### config.mk
export PLATFORM = sky130hd
export DESIGN_NAME = rowloc_predictor
export DESIGN_NICKNAME = d
export VERILOG_FILES = /design/src/rtl/rlp_pkg.sv /design/src/rtl/rlp_track_table.sv /design/src/rtl/rlp_thresh_ctrl.sv /design/src/rtl/rlp_mig_port.sv /design/src/rtl/rowloc_predictor.sv
export SDC_FILE = /design/constraint.sdc
export NUM_CORES = 1
export LEC_CHECK = 0
export BUFFER_PORTS_ARGS = -buffer_cell sky130_fd_sc_hd__buf_2
export CORE_ASPECT_RATIO = 2
export CORE_UTILIZATION = 37
export CTS_CLUSTER_DIAMETER = 200
export CTS_CLUSTER_SIZE = 10
export DETAILED_ROUTE_END_ITERATION = 12
export SLEW_MARGIN = 5
export SYNTH_ARGS = -nofsm -noshare
export SYNTH_HDL_FRONTEND = slang
export SYNTH_SLANG_ARGS = --single-unit
export TNS_END_PERCENT = 10
### constraint.sdc
create_clock -name clk -period 1.8 [get_ports clk]
set_clock_uncertainty 0.1 [all_clocks]
set_input_delay 0.36 -clock clk [delete_from_list [all_inputs] [get_ports clk]]
set_output_delay 0.36 -clock clk [all_outputs]
set_load 0.05 [all_outputs]
### src/rtl/rlp_pkg.sv
package rlp_pkg;

  typedef enum logic [1:0] {
    THR_HOLD = 2'd0,
    THR_DOWN = 2'd1,
    THR_UP   = 2'd2
  } thr_step_e;

endpackage

### src/rtl/rlp_track_table.sv
module rlp_track_table #(
  parameter int ROW_W = 20,
  parameter int IDX_W = 4,
  parameter int CNT_W = 6
) (
  input  logic             clk,
  input  logic             rst_n,
  input  logic             lk_valid,
  input  logic [ROW_W-1:0] lk_row,
  input  logic             lk_conflict,
  input  logic             drop,
  output logic [CNT_W-1:0] nx_acc,
  output logic [CNT_W-1:0] nx_conf
);

  localparam int NENT  = 1 << IDX_W;
  localparam int TAG_W = ROW_W - IDX_W;
  localparam logic [CNT_W-1:0] CNT_MAX = {CNT_W{1'b1}};

  logic             vld_q  [NENT];
  logic [TAG_W-1:0] tag_q  [NENT];
  logic [CNT_W-1:0] acc_q  [NENT];
  logic [CNT_W-1:0] conf_q [NENT];

  logic [IDX_W-1:0] idx;
  logic [TAG_W-1:0] tg;
  logic             hit;
  logic [CNT_W-1:0] base_acc;
  logic [CNT_W-1:0] base_conf;

  always_comb begin
    idx       = lk_row[IDX_W-1:0];
    tg        = lk_row[ROW_W-1:IDX_W];
    hit       = vld_q[idx] && (tag_q[idx] == tg);
    base_acc  = hit ? acc_q[idx]  : '0;
    base_conf = hit ? conf_q[idx] : '0;
    nx_acc    = (base_acc == CNT_MAX) ? base_acc : base_acc + 1'b1;
    nx_conf   = (lk_conflict && (base_conf != CNT_MAX)) ? base_conf + 1'b1 : base_conf;
  end

  for (genvar gi = 0; gi < NENT; gi++) begin : g_ent
    logic wr_en;
    assign wr_en = lk_valid && (idx == IDX_W'(gi));

    always_ff @(posedge clk or negedge rst_n) begin
      if (!rst_n) begin
        vld_q[gi] <= 1'b0;
      end else if (wr_en) begin
        vld_q[gi] <= !drop;
      end
    end

    always_ff @(posedge clk) begin
      if (wr_en) begin
        tag_q[gi]  <= tg;
        acc_q[gi]  <= nx_acc;
        conf_q[gi] <= nx_conf;
      end
    end
  end

endmodule

### src/rtl/rlp_thresh_ctrl.sv
module rlp_thresh_ctrl
  import rlp_pkg::*;
#(
  parameter int CNT_W      = 6,
  parameter int THR_W      = 4,
  parameter int THR_MIN    = 1,
  parameter int THR_MAX    = 15,
  parameter int THR_INIT   = 4,
  parameter int INTERVAL   = 1024,
  parameter int MIG_WEIGHT = 8
) (
  input  logic             clk,
  input  logic             rst_n,
  input  logic             mig_fire,
  input  logic [CNT_W-1:0] mig_conf,
  output logic [THR_W-1:0] thr
);

  localparam int IVL_W  = $clog2(INTERVAL);
  localparam int MC_W   = $clog2(INTERVAL + 1);
  localparam int BEN_W  = CNT_W + MC_W;
  localparam int WT_W   = $clog2(MIG_WEIGHT + 1);
  localparam int COST_W = MC_W + WT_W;
  localparam int CMP_W  = BEN_W + COST_W;

  logic [IVL_W-1:0]  ivl_q, ivl_d;
  logic [BEN_W-1:0]  ben_q, ben_d;
  logic [MC_W-1:0]   mcnt_q, mcnt_d;
  logic [THR_W-1:0]  thr_q, thr_d;
  logic [COST_W-1:0] cost;
  logic              boundary;
  thr_step_e         step;

  always_comb begin
    boundary = (ivl_q == IVL_W'(INTERVAL - 1));
    cost     = COST_W'(mcnt_q) * COST_W'(MIG_WEIGHT);
    if (!boundary)                             step = THR_HOLD;
    else if (CMP_W'(ben_q) > CMP_W'(cost))     step = THR_DOWN;
    else                                       step = THR_UP;

    thr_d = thr_q;
    case (step)
      THR_DOWN: if (thr_q > THR_W'(THR_MIN)) thr_d = thr_q - 1'b1;
      THR_UP:   if (thr_q < THR_W'(THR_MAX)) thr_d = thr_q + 1'b1;
      default:  thr_d = thr_q;
    endcase

    ivl_d  = boundary ? '0 : ivl_q + 1'b1;
    ben_d  = (boundary ? '0 : ben_q)  + (mig_fire ? BEN_W'(mig_conf) : '0);
    mcnt_d = (boundary ? '0 : mcnt_q) + (mig_fire ? MC_W'(1) : '0);
  end

  always_ff @(posedge clk or negedge rst_n) begin
    if (!rst_n) begin
      ivl_q  <= '0;
      ben_q  <= '0;
      mcnt_q <= '0;
      thr_q  <= THR_W'(THR_INIT);
    end else begin
      ivl_q  <= ivl_d;
      ben_q  <= ben_d;
      mcnt_q <= mcnt_d;
      thr_q  <= thr_d;
    end
  end

  assign thr = thr_q;

endmodule

### src/rtl/rlp_mig_port.sv
module rlp_mig_port #(
  parameter int ROW_W = 20
) (
  input  logic             clk,
  input  logic             rst_n,
  input  logic             load,
  input  logic [ROW_W-1:0] load_row,
  input  logic             ready,
  output logic             valid,
  output logic [ROW_W-1:0] row
);

  logic             vld_d;
  logic             row_en;

  always_comb begin
    row_en = load;
    if (load)               vld_d = 1'b1;
    else if (valid && ready) vld_d = 1'b0;
    else                    vld_d = valid;
  end

  always_ff @(posedge clk or negedge rst_n) begin
    if (!rst_n) valid <= 1'b0;
    else        valid <= vld_d;
  end

  always_ff @(posedge clk) begin
    if (row_en) row <= load_row;
  end

endmodule

### src/rtl/rowloc_predictor.sv
module rowloc_predictor #(
  parameter int ROW_W      = 20,
  parameter int IDX_W      = 4,
  parameter int CNT_W      = 6,
  parameter int THR_W      = 4,
  parameter int THR_MIN    = 1,
  parameter int THR_MAX    = 15,
  parameter int THR_INIT   = 4,
  parameter int INTERVAL   = 1024,
  parameter int MIG_WEIGHT = 8
) (
  input  logic             clk,
  input  logic             rst_n,
  input  logic             req_valid,
  input  logic [ROW_W-1:0] req_row,
  input  logic             req_conflict,
  output logic             mig_valid,
  input  logic             mig_ready,
  output logic [ROW_W-1:0] mig_row,
  output logic [THR_W-1:0] cur_thr
);

  logic             rs1_q, rst_q;
  logic [CNT_W-1:0] nx_acc, nx_conf;
  logic [CNT_W-1:0] thr_ext;
  logic             issue;

  always_ff @(posedge clk or negedge rst_n) begin
    if (!rst_n) begin
      rs1_q <= 1'b0;
      rst_q <= 1'b0;
    end else begin
      rs1_q <= 1'b1;
      rst_q <= rs1_q;
    end
  end

  always_comb begin
    thr_ext = CNT_W'(cur_thr);
    issue   = req_valid && !mig_valid && (nx_acc > thr_ext) && (nx_conf > thr_ext);
  end

  rlp_track_table #(
    .ROW_W(ROW_W), .IDX_W(IDX_W), .CNT_W(CNT_W)
  ) u_table (
    .clk         (clk),
    .rst_n       (rst_q),
    .lk_valid    (req_valid),
    .lk_row      (req_row),
    .lk_conflict (req_conflict),
    .drop        (issue),
    .nx_acc      (nx_acc),
    .nx_conf     (nx_conf)
  );

  rlp_thresh_ctrl #(
    .CNT_W(CNT_W), .THR_W(THR_W), .THR_MIN(THR_MIN), .THR_MAX(THR_MAX),
    .THR_INIT(THR_INIT), .INTERVAL(INTERVAL), .MIG_WEIGHT(MIG_WEIGHT)
  ) u_thresh (
    .clk      (clk),
    .rst_n    (rst_q),
    .mig_fire (issue),
    .mig_conf (nx_conf),
    .thr      (cur_thr)
  );

  rlp_mig_port #(
    .ROW_W(ROW_W)
  ) u_port (
    .clk      (clk),
    .rst_n    (rst_q),
    .load     (issue),
    .load_row (req_row),
    .ready    (mig_ready),
    .valid    (mig_valid),
    .row      (mig_row)
  );

endmodule

* Word-level counts from Yosys, hierarchy flattened
Memories as Yosys holds them, arrays and structs flattened.
Cells that the tools add are included.
** Storage, ports and cells
- Register bits after elaboration :: 81
- Latch bits :: 0
- Memory bits (writable) :: 448
- Bits in read-only memories :: 0
- Memories :: 3
- Output and inout port bits :: 25
- Input bits :: 25
** Memory list
- u_table.tag_q :: words 16, width 16, rd ports 1, clocked after Yosys merged registers in 0, wr ports 1, RTL line rlp_track_table.sv:21 : logic [TAG_W-1:0] tag_q [NENT];
- u_table.acc_q :: words 16, width 6, rd ports 1, clocked after Yosys merged registers in 0, wr ports 1, RTL line rlp_track_table.sv:22 : logic [CNT_W-1:0] acc_q [NENT];
- u_table.conf_q :: words 16, width 6, rd ports 1, clocked after Yosys merged registers in 0, wr ports 1, RTL line rlp_track_table.sv:23 : logic [CNT_W-1:0] conf_q [NENT];
** Operators by class
- Shift-type cells :: 0
- Reductions and logical operators :: 73
- Muxes and demuxes :: 186
- Multipliers :: 0
- Bitwise gates (word level) :: 1
- Div/mod/pow operators :: 0
- $add $sub $neg :: 7
- Equal/unequal tests :: 23
- Order comparisons :: 6
** Operator list (count)
- $mux W16 :: 15
- $reduce_or A16 Y1 :: 15
- $mux W6 :: 35
- $mux W4 :: 47
- $reduce_or A6 Y1 :: 30
- $mux W1 :: 82
- $eq A4 B4 Y1 const B :: 8
- $logic_and A1 B1 Y1 :: 22
- $add A17 B17 Y17 :: 1
- $gt A17 B14 Y1 :: 1
- $mux W17 :: 1
- $eq A16 B16 Y1 :: 1
- $eq A4 B3 Y1 const B :: 4
- $add A6 B1 Y6 const B :: 2
- $gt A6 B4 Y1 :: 2
- $add A11 B11 Y11 :: 1
- $mux W11 :: 1
- $add A10 B1 Y10 const B :: 1
- $eq A10 B10 Y1 const B :: 1
- $mux W10 :: 1
- $eq A4 B2 Y1 const B :: 2
- $pmux W4 S2 :: 1
- $eq A6 B6 Y1 const B :: 1
- $ne A6 B6 Y1 const B :: 1
- 16 further kinds :: 20

* Depth between registers and ports, before layout
- Depth after elaboration :: 24
- Mapped depth :: 39

* Cells and area by module
A second synthesis with hierarchy kept.
** Unflattened totals
- Cell total of the unflattened synthesis :: 1198
- Area, all modules :: 22032.4 sq um
** By module, submodules not included
- rlp_track_table :: instances 1, area each 18531.5 sq um, seq. area each 13853.3 sq um, cells each 879
- rlp_thresh_ctrl :: instances 1, area each 2595.0 sq um, seq. area each 1052.3 sq um, cells each 267
- rlp_mig_port :: instances 1, area each 636.9 sq um, seq. area each 625.6 sq um, cells each 23
- rowloc_predictor :: instances 1, area each 269.0 sq um, seq. area each 50.0 sq um, cells each 29

* Least setup slack after synthesis
Ideal clock, no wire load.
- Path type :: input-to-reg
- Start point :: input req_row[1]
- End point :: register u_thresh.ben_q[10]
- Setup time :: 78 ps
- Arrival :: 7462 ps
- Setup slack :: -5841 ps
- Buffers on the path :: 5
- Stages on the path :: 33
- Cell sequence :: buf_4 > buf_2 > mux4_2 > a221oi_2 > a21oi_1 > nor4_2 > a31oi_1 > a2111o_1 > buf_2 > a21oi_1 > ha_1 > and4_1 > nor3b_1 > a311oi_1 > ha_1 > nand4_1 > o21ai_0 > or2_2 > a221oi_2 > and2_4 > buf_6 > and2b_1 > ha_1 > fa_1 > a21oi_1 > nor2_1 > nor2_1 > o21bai_1 > a21oi_1 > or3b_2 > clkbuf_1 > or3_1 > a21oi_1
** On the way
- Word-level cells in the longest chain between the ends :: 13
** Ends and longest elaborated chain
- from (decl) :: RTL line rowloc_predictor.sv:15 : input logic [ROW_W-1:0] req_row,
- branches (longest 5 deep; another with $mem_v2 Z16 W16)
- $mux W6 (*) :: RTL line rlp_track_table.sv:36 : base_conf = hit ? conf_q[idx] : '0;
- branches (longest 2 deep; another with $add A6 B1 Y6)
- $mux W6 (*) :: RTL line rlp_track_table.sv:38 : nx_conf = (lk_conflict && (base_conf != CNT_MAX)) ? base_conf + 1'b1 : base_conf;
- net nx_conf[3] :: RTL line rowloc_predictor.sv:24 : logic [CNT_W-1:0] nx_acc, nx_conf;
- $gt A6 B4 Y1 :: RTL line rowloc_predictor.sv:40 : issue = req_valid && !mig_valid && (nx_acc > thr_ext) && (nx_conf > thr_ext);
- $logic_and A1 B1 Y1 :: RTL line rowloc_predictor.sv:40
- $mux W6 (*) :: RTL line rlp_thresh_ctrl.sv:49 : ben_d = (boundary ? '0 : ben_q) + (mig_fire ? BEN_W'(mig_conf) : '0);
- $add A17 B17 Y17 (*) :: RTL line rlp_thresh_ctrl.sv:49
- net u_thresh.ben_d[10] :: RTL line rlp_thresh_ctrl.sv:27 : logic [BEN_W-1:0] ben_q, ben_d;
- to (signal assigned) :: RTL line rlp_thresh_ctrl.sv:61 : ben_q <= ben_d;
- to (decl) :: RTL line rlp_thresh_ctrl.sv:27
Mark *: on every way through the listed nets, which the timed path passes. The select of a mux whose other input is x is not followed.
A chain may end at the register's enable or synchronous reset.

* Worst setup path in the final report
- Start point :: memory u_table.tag_q[14][15] in the netlist's numbering
- End point :: register u_thresh.ben_q[15]
** On the way
- Word-level cells in the longest chain between the ends :: 11
** Ends and longest elaborated chain
- from (decl) :: RTL line rlp_track_table.sv:21
- $mem_v2 Z16 W16 (*)
- $eq A16 B16 Y1 (*) :: RTL line rlp_track_table.sv:34 : hit = vld_q[idx] && (tag_q[idx] == tg);
- $logic_and A1 B1 Y1 (*) :: RTL line rlp_track_table.sv:34
- $mux W6 (*) :: RTL line rlp_track_table.sv:35 : base_acc = hit ? acc_q[idx] : '0;
- $add A6 B1 Y6 or $eq A6 B6 Y1 (tied branches) :: RTL line rlp_track_table.sv:37 : nx_acc = (base_acc == CNT_MAX) ? base_acc : base_acc + 1'b1;
- $mux W6 (*) :: RTL line rlp_track_table.sv:37
- net nx_acc[1] :: RTL line rowloc_predictor.sv:24
- $gt A6 B4 Y1 (*) :: RTL line rowloc_predictor.sv:40
- $logic_and A1 B1 Y1 (*) (2 in a row) :: RTL line rowloc_predictor.sv:40
- $mux W6 (*) :: RTL line rlp_thresh_ctrl.sv:49
- $add A17 B17 Y17 (*) :: RTL line rlp_thresh_ctrl.sv:49
- net u_thresh.ben_d[15] :: RTL line rlp_thresh_ctrl.sv:27
Mark *: on every way through the listed nets, which the timed path passes. The rest lies on a longest branch.

==> Flow_metrics.wiki <==
{| class="wikitable"
! Metric !! Value
|-
| Result of the run || finished, violations left
|-
| Violated checks || setup timing
|-
| Max-capacitance violation count || 0
|-
| Power share of the combinational group || 6.6%
|-
| Endpoint of the worst-slack reg-to-reg timing path || u_thresh.ben_q[15]$_DFF_PN0_
|-
| Routability cong. || 0.840
|-
| TritonCTS clock tree || done
|-
| Transition at the pin with the smallest max-transition slack || 0.625 ns
|-
| Worst Path Required || 2.24 ns
|-
| Clk network pwr share || 40.7%
|-
| Class of the worst hold path || primary input to register
|-
| Post-synth ARST share || 11.5%
|-
| Sequential power share || 52.8%
|-
| Worst-Skew Late Latency || 0.61 ns
|-
| Leakage power total || 0.00988 µW
|-
| Most common library cell in the layout ignoring fill and taps || sky130_fd_sc_hd__edfxtp_1
|-
| Clock period minus final worst setup slack || 6.98 ns
|-
| Commonest non-fill, non-tap cells in the layout || sky130_fd_sc_hd__edfxtp_1, sky130_fd_sc_hd__buf_4, sky130_fd_sc_hd__mux4_2, sky130_fd_sc_hd__clkbuf_16, sky130_fd_sc_hd__dfrtp_1
|-
| First-pass detailed-route iteration total || 5
|-
| IR drop worst, VDD || 0.000757 V
|-
| Psw || 5540 µW
|-
| Max-slew violations || 0
|-
| Internal power summed over all cells || 20300 µW
|-
| Count of final setup violators || 262
|-
| Min-Delay Path Depth || 2
|-
| Endpoint with the worst hold slack || u_port.row[9]$_DFFE_PN_
|-
| Number of vias in the routed layout || 12100
|-
| Number of synthesized flops with an enable pin || 468
|-
| Portion of the clock cycle consumed by the worst path in the final layout || 388%
|-
| Core area || 0.0580 mm²
|-
| Largest driver fanout on the critical path || 5
|-
| Initial antenna violation count || 3
|-
| WL/cell || 24.0 µm
|-
| Die Area || 0.0598 mm²
|-
| Maximum clock rate || 143 MHz
|-
| Die Wd || 173 µm
|-
| Reg-to-reg critical path startpoint || u_table.tag_q[14][15]$_DFFE_PP_
|-
| Die boundary height || 345 µm
|-
| Clock tree sinks || 529
|-
| DRC violation count after routing || 0
|-
| Port Buf Inserts || 49
|-
| Antenna viol nets, final || 0
|-
| Footprint of the flip-flops and latches || 0.0156 mm²
|-
| Slew Limit Headroom || 58.0%
|-
| Per-cell via count in the routed design || 5.20
|-
| Worst endpoint data arrival time || 7.42 ns
|-
| Number of buffers added by the clock tree synthesis step || 58
|-
| Crit start category || register
|-
| Launch instance of the worst min-delay path || req_row[9]
|-
| Share of post-route cells with drive strength above 1 || 40.8%
|-
| Power density over the cells || 928 mW/mm²
|-
| Number of nets produced by synthesis || 1221
|-
| Footprint of the multi-input gates || 0.00635 mm²
|-
| Register bit total from synthesis || 529
|-
| P&R area growth vs syn || 27.9%
|-
| Top_reg_cell synth || sky130_fd_sc_hd__edfxtp_1
|-
| H-tree lvl count || 2
|-
| Worst setup slack after layout || -5.18 ns
|-
| Inst Count DP || 2183
|-
| Setup repair after global routing missed its margin || true
|-
| Number of distinct library cells after synthesis || 65
|-
| Largest net degree at the start of global routing || 26
|-
| Initial core utilization || 37.5%
|-
| Final standard cell count with taps included and fillers excluded || 2320
|-
| Number of placed I/O pins || 50
|-
| Netlist Area Pre-Place || 0.0217 mm²
|-
| Reg2reg path depth || 34
|-
| Area after DPL || 0.0252 mm²
|-
| Critical Path Max Stage Delay || 0.57 ns
|-
| Remaining global-route overflow || 0
|-
| Mapped Cells || 1162
|-
| Final cell area excluding filler cells || 0.0278 mm²
|-
| Total number of placement rows || 125
|-
| Final HPWL DP || 36.3 mm
|-
| Final layout net count || 1581
|-
| Final Hold Violating Endpoints || 0
|-
| Switching Fraction || 21.5%
|-
| Slowest cell on the critical path || sky130_fd_sc_hd__a2111o_2
|-
| Post-Syn Area per Cell || 18.7 µm²
|-
| Clock Tree Buf Depth || 3
|-
| Portion of the post-synthesis area used by sequential elements || 71.7%
|-
| Number of global-route vias before repair || 13300
|-
| Library cell appearing most often on the critical path || sky130_fd_sc_hd__a21oi_2
|-
| Yosys warns || 0
|-
| Clock transition at path regs || 0.06 ns
|-
| R2R Setup Slk || -5.18 ns
|-
| Total routing resource utilization after global routing || 19.0%
|-
| Layout fillers || 4802
|-
| Detailed-route wire length || 55.6 mm
|-
| Wire length of the first global-routing pass || 83.1 mm
|-
| CP Capture Type || register
|-
| Setup CP Type || register to register
|-
| Number of DRC markers in iteration 0 || 736
|-
| Root buffer selected by CTS || sky130_fd_sc_hd__clkbuf_16
|}
==> state kept, by name, indices dropped and copies added, names as in the netlist <==
name             flops
rs1_q                1
rst_q                1
u_port.row          20
u_port.valid         1
u_table.acc_q       96
u_table.conf_q      96
u_table.tag_q      256
u_table.vld_q       16
u_thresh.ben_q      17
u_thresh.ivl_q      10
u_thresh.mcnt_q     11
u_thresh.thr         4
==> worst max-delay path by stage <==
stage	from	to	cells past startpoint
floorplan	req_row[0]	u_thresh.ben_q[14]$_DFF_PN0_	37
global placement	req_row[0]	u_thresh.ben_q[14]$_DFF_PN0_	34
detailed placement	req_row[1]	u_thresh.ben_q[13]$_DFF_PN0_	35
CTS	u_table.tag_q[15][7]$_DFFE_PP_	u_thresh.ben_q[10]$_DFF_PN0_	32
global route	u_table.tag_q[4][3]$_DFFE_PP_	u_thresh.ben_q[15]$_DFF_PN0_	34
finish	u_table.tag_q[14][15]$_DFFE_PP_	u_thresh.ben_q[15]$_DFF_PN0_	34
==> synthesized netlist by cell type (4+ instances only) <==
master                     number  share of area (%)
sky130_fd_sc_hd__clkbuf_1      11               0.19
sky130_fd_sc_hd__mux4_2       121                 13
sky130_fd_sc_hd__and3_1         6               0.17
sky130_fd_sc_hd__o21ai_0       19               0.44
sky130_fd_sc_hd__nand4_1        9               0.26
sky130_fd_sc_hd__a22oi_1       11               0.38
sky130_fd_sc_hd__or3_1          8               0.23
sky130_fd_sc_hd__nor3_1        18               0.41
sky130_fd_sc_hd__xor2_1        15               0.60
sky130_fd_sc_hd__nor2_1        58                1.0
sky130_fd_sc_hd__xnor2_1       33                1.3
sky130_fd_sc_hd__o22ai_1        4               0.12
sky130_fd_sc_hd__mux2i_1       32                1.5
sky130_fd_sc_hd__inv_1         34               0.59
sky130_fd_sc_hd__buf_4          5               0.17
sky130_fd_sc_hd__edfxtp_1     468                 65
sky130_fd_sc_hd__ha_1          33                1.9
sky130_fd_sc_hd__mux2_2         7               0.36
sky130_fd_sc_hd__buf_2         18               0.41
sky130_fd_sc_hd__a221oi_2       4               0.28
sky130_fd_sc_hd__nor2b_1       14               0.40
sky130_fd_sc_hd__o21a_1         5               0.17
sky130_fd_sc_hd__nand3_1       19               0.44
sky130_fd_sc_hd__buf_6          9               0.47
sky130_fd_sc_hd__nand2_1       30               0.52
sky130_fd_sc_hd__dfrtp_1       60                6.9
sky130_fd_sc_hd__and2_1        11               0.32
sky130_fd_sc_hd__a21oi_1       38               0.87
==> power by group through the flow <==
| stage | clock network [µW] | registers [µW] | logic [µW] |
|---|---|---|---|
| 6_report | 10500 | 13600 | 1690 |
| 5_1_grt | 11100 | 13600 | 1800 |
| 4_1_cts | 10700 | 13600 | 1710 |
| 3_5_place_dp | 0 | 13900 | 1640 |
| 3_3_place_gp | 0 | 13800 | 1620 |
| 2_1_floorplan | 0 | 13800 | 881 |
==> worst max-delay path: cells and delay by family, from the launching register on <==
kind / cells / cell delay, ns
multiplexers: 3 / 1.02
buffers and inverters: 3 / 0.26
XOR/XNOR: 1 / 0.12
AO/OA/AOI/OAI: 12 / 2.14
flip-flops: 1 / 0.37
adder cells (fa/ha/maj): 3 / 0.61
AND/OR/NAND/NOR: 12 / 2.25
==> final cells by class <==
cell class | count | share of cell area (%)
sequential | 529 | 56.0
multi-input combinational | 554 | 22.8
timing repair buffer | 345 | 11.4
clock buffer | 92 | 5.68
tap | 762 | 3.43
inverter | 34 | 0.459
clock inverter | 3 | 0.122
antenna | 1 | 0.00900
==> cell families after synthesis <==
logic type / count (synthesis) / share of synthesized area, %
AOI/OAI and AO/OA: 116 / 3.61
other: 1 / 0.0173
and+or+nand+nor: 195 / 4.53
DFF: 529 / 71.7
muxes: 160 / 14.4
xor gates and xnor gates: 48 / 1.93
adders and majority gates: 34 / 1.99
buffers and inverters: 79 / 1.87
==> metrics by stage <==
stage	setup slack (ns)	hold WS [ns]	total power [µW]	utilization [%]	TNS, ns
floorplan	-5.36	-0.0356	14700	-	-1405.30
global placement	-5.87	0.0470	15500	43.4	-1106.70
detailed placement	-5.98	0.0482	15500	43.4	-1126.74
CTS	-5.21	0.00715	26000	47.7	-720.64
global route	-5.56	0.0356	26500	47.9	-744.61
finish	-5.18	0.0341	25800	47.9	-679.93
==> layer usage <==
layer	GRT usage, %	share of wire [%]	vias to the layer above
met1	19.9	35	6278
met4	9.03	4.3	4
li1	-	-	5386
met2	37.3	57	273
met5	0	0.043	-
met3	2.40	3.5	115
==> timing repair <==
action / 4_1_cts / 5_1_grt
hold buffers: 9 / 0
setup endpoints to repair: 409 / 279
gates cloned: 2 / 0
resized for setup: 109 / 44
setup buffers: 33 / 10
pin swaps: 37 / 34
hold endpoints to repair: 10 / 0
Note: power is estimated with default switching activity, not from simulation.
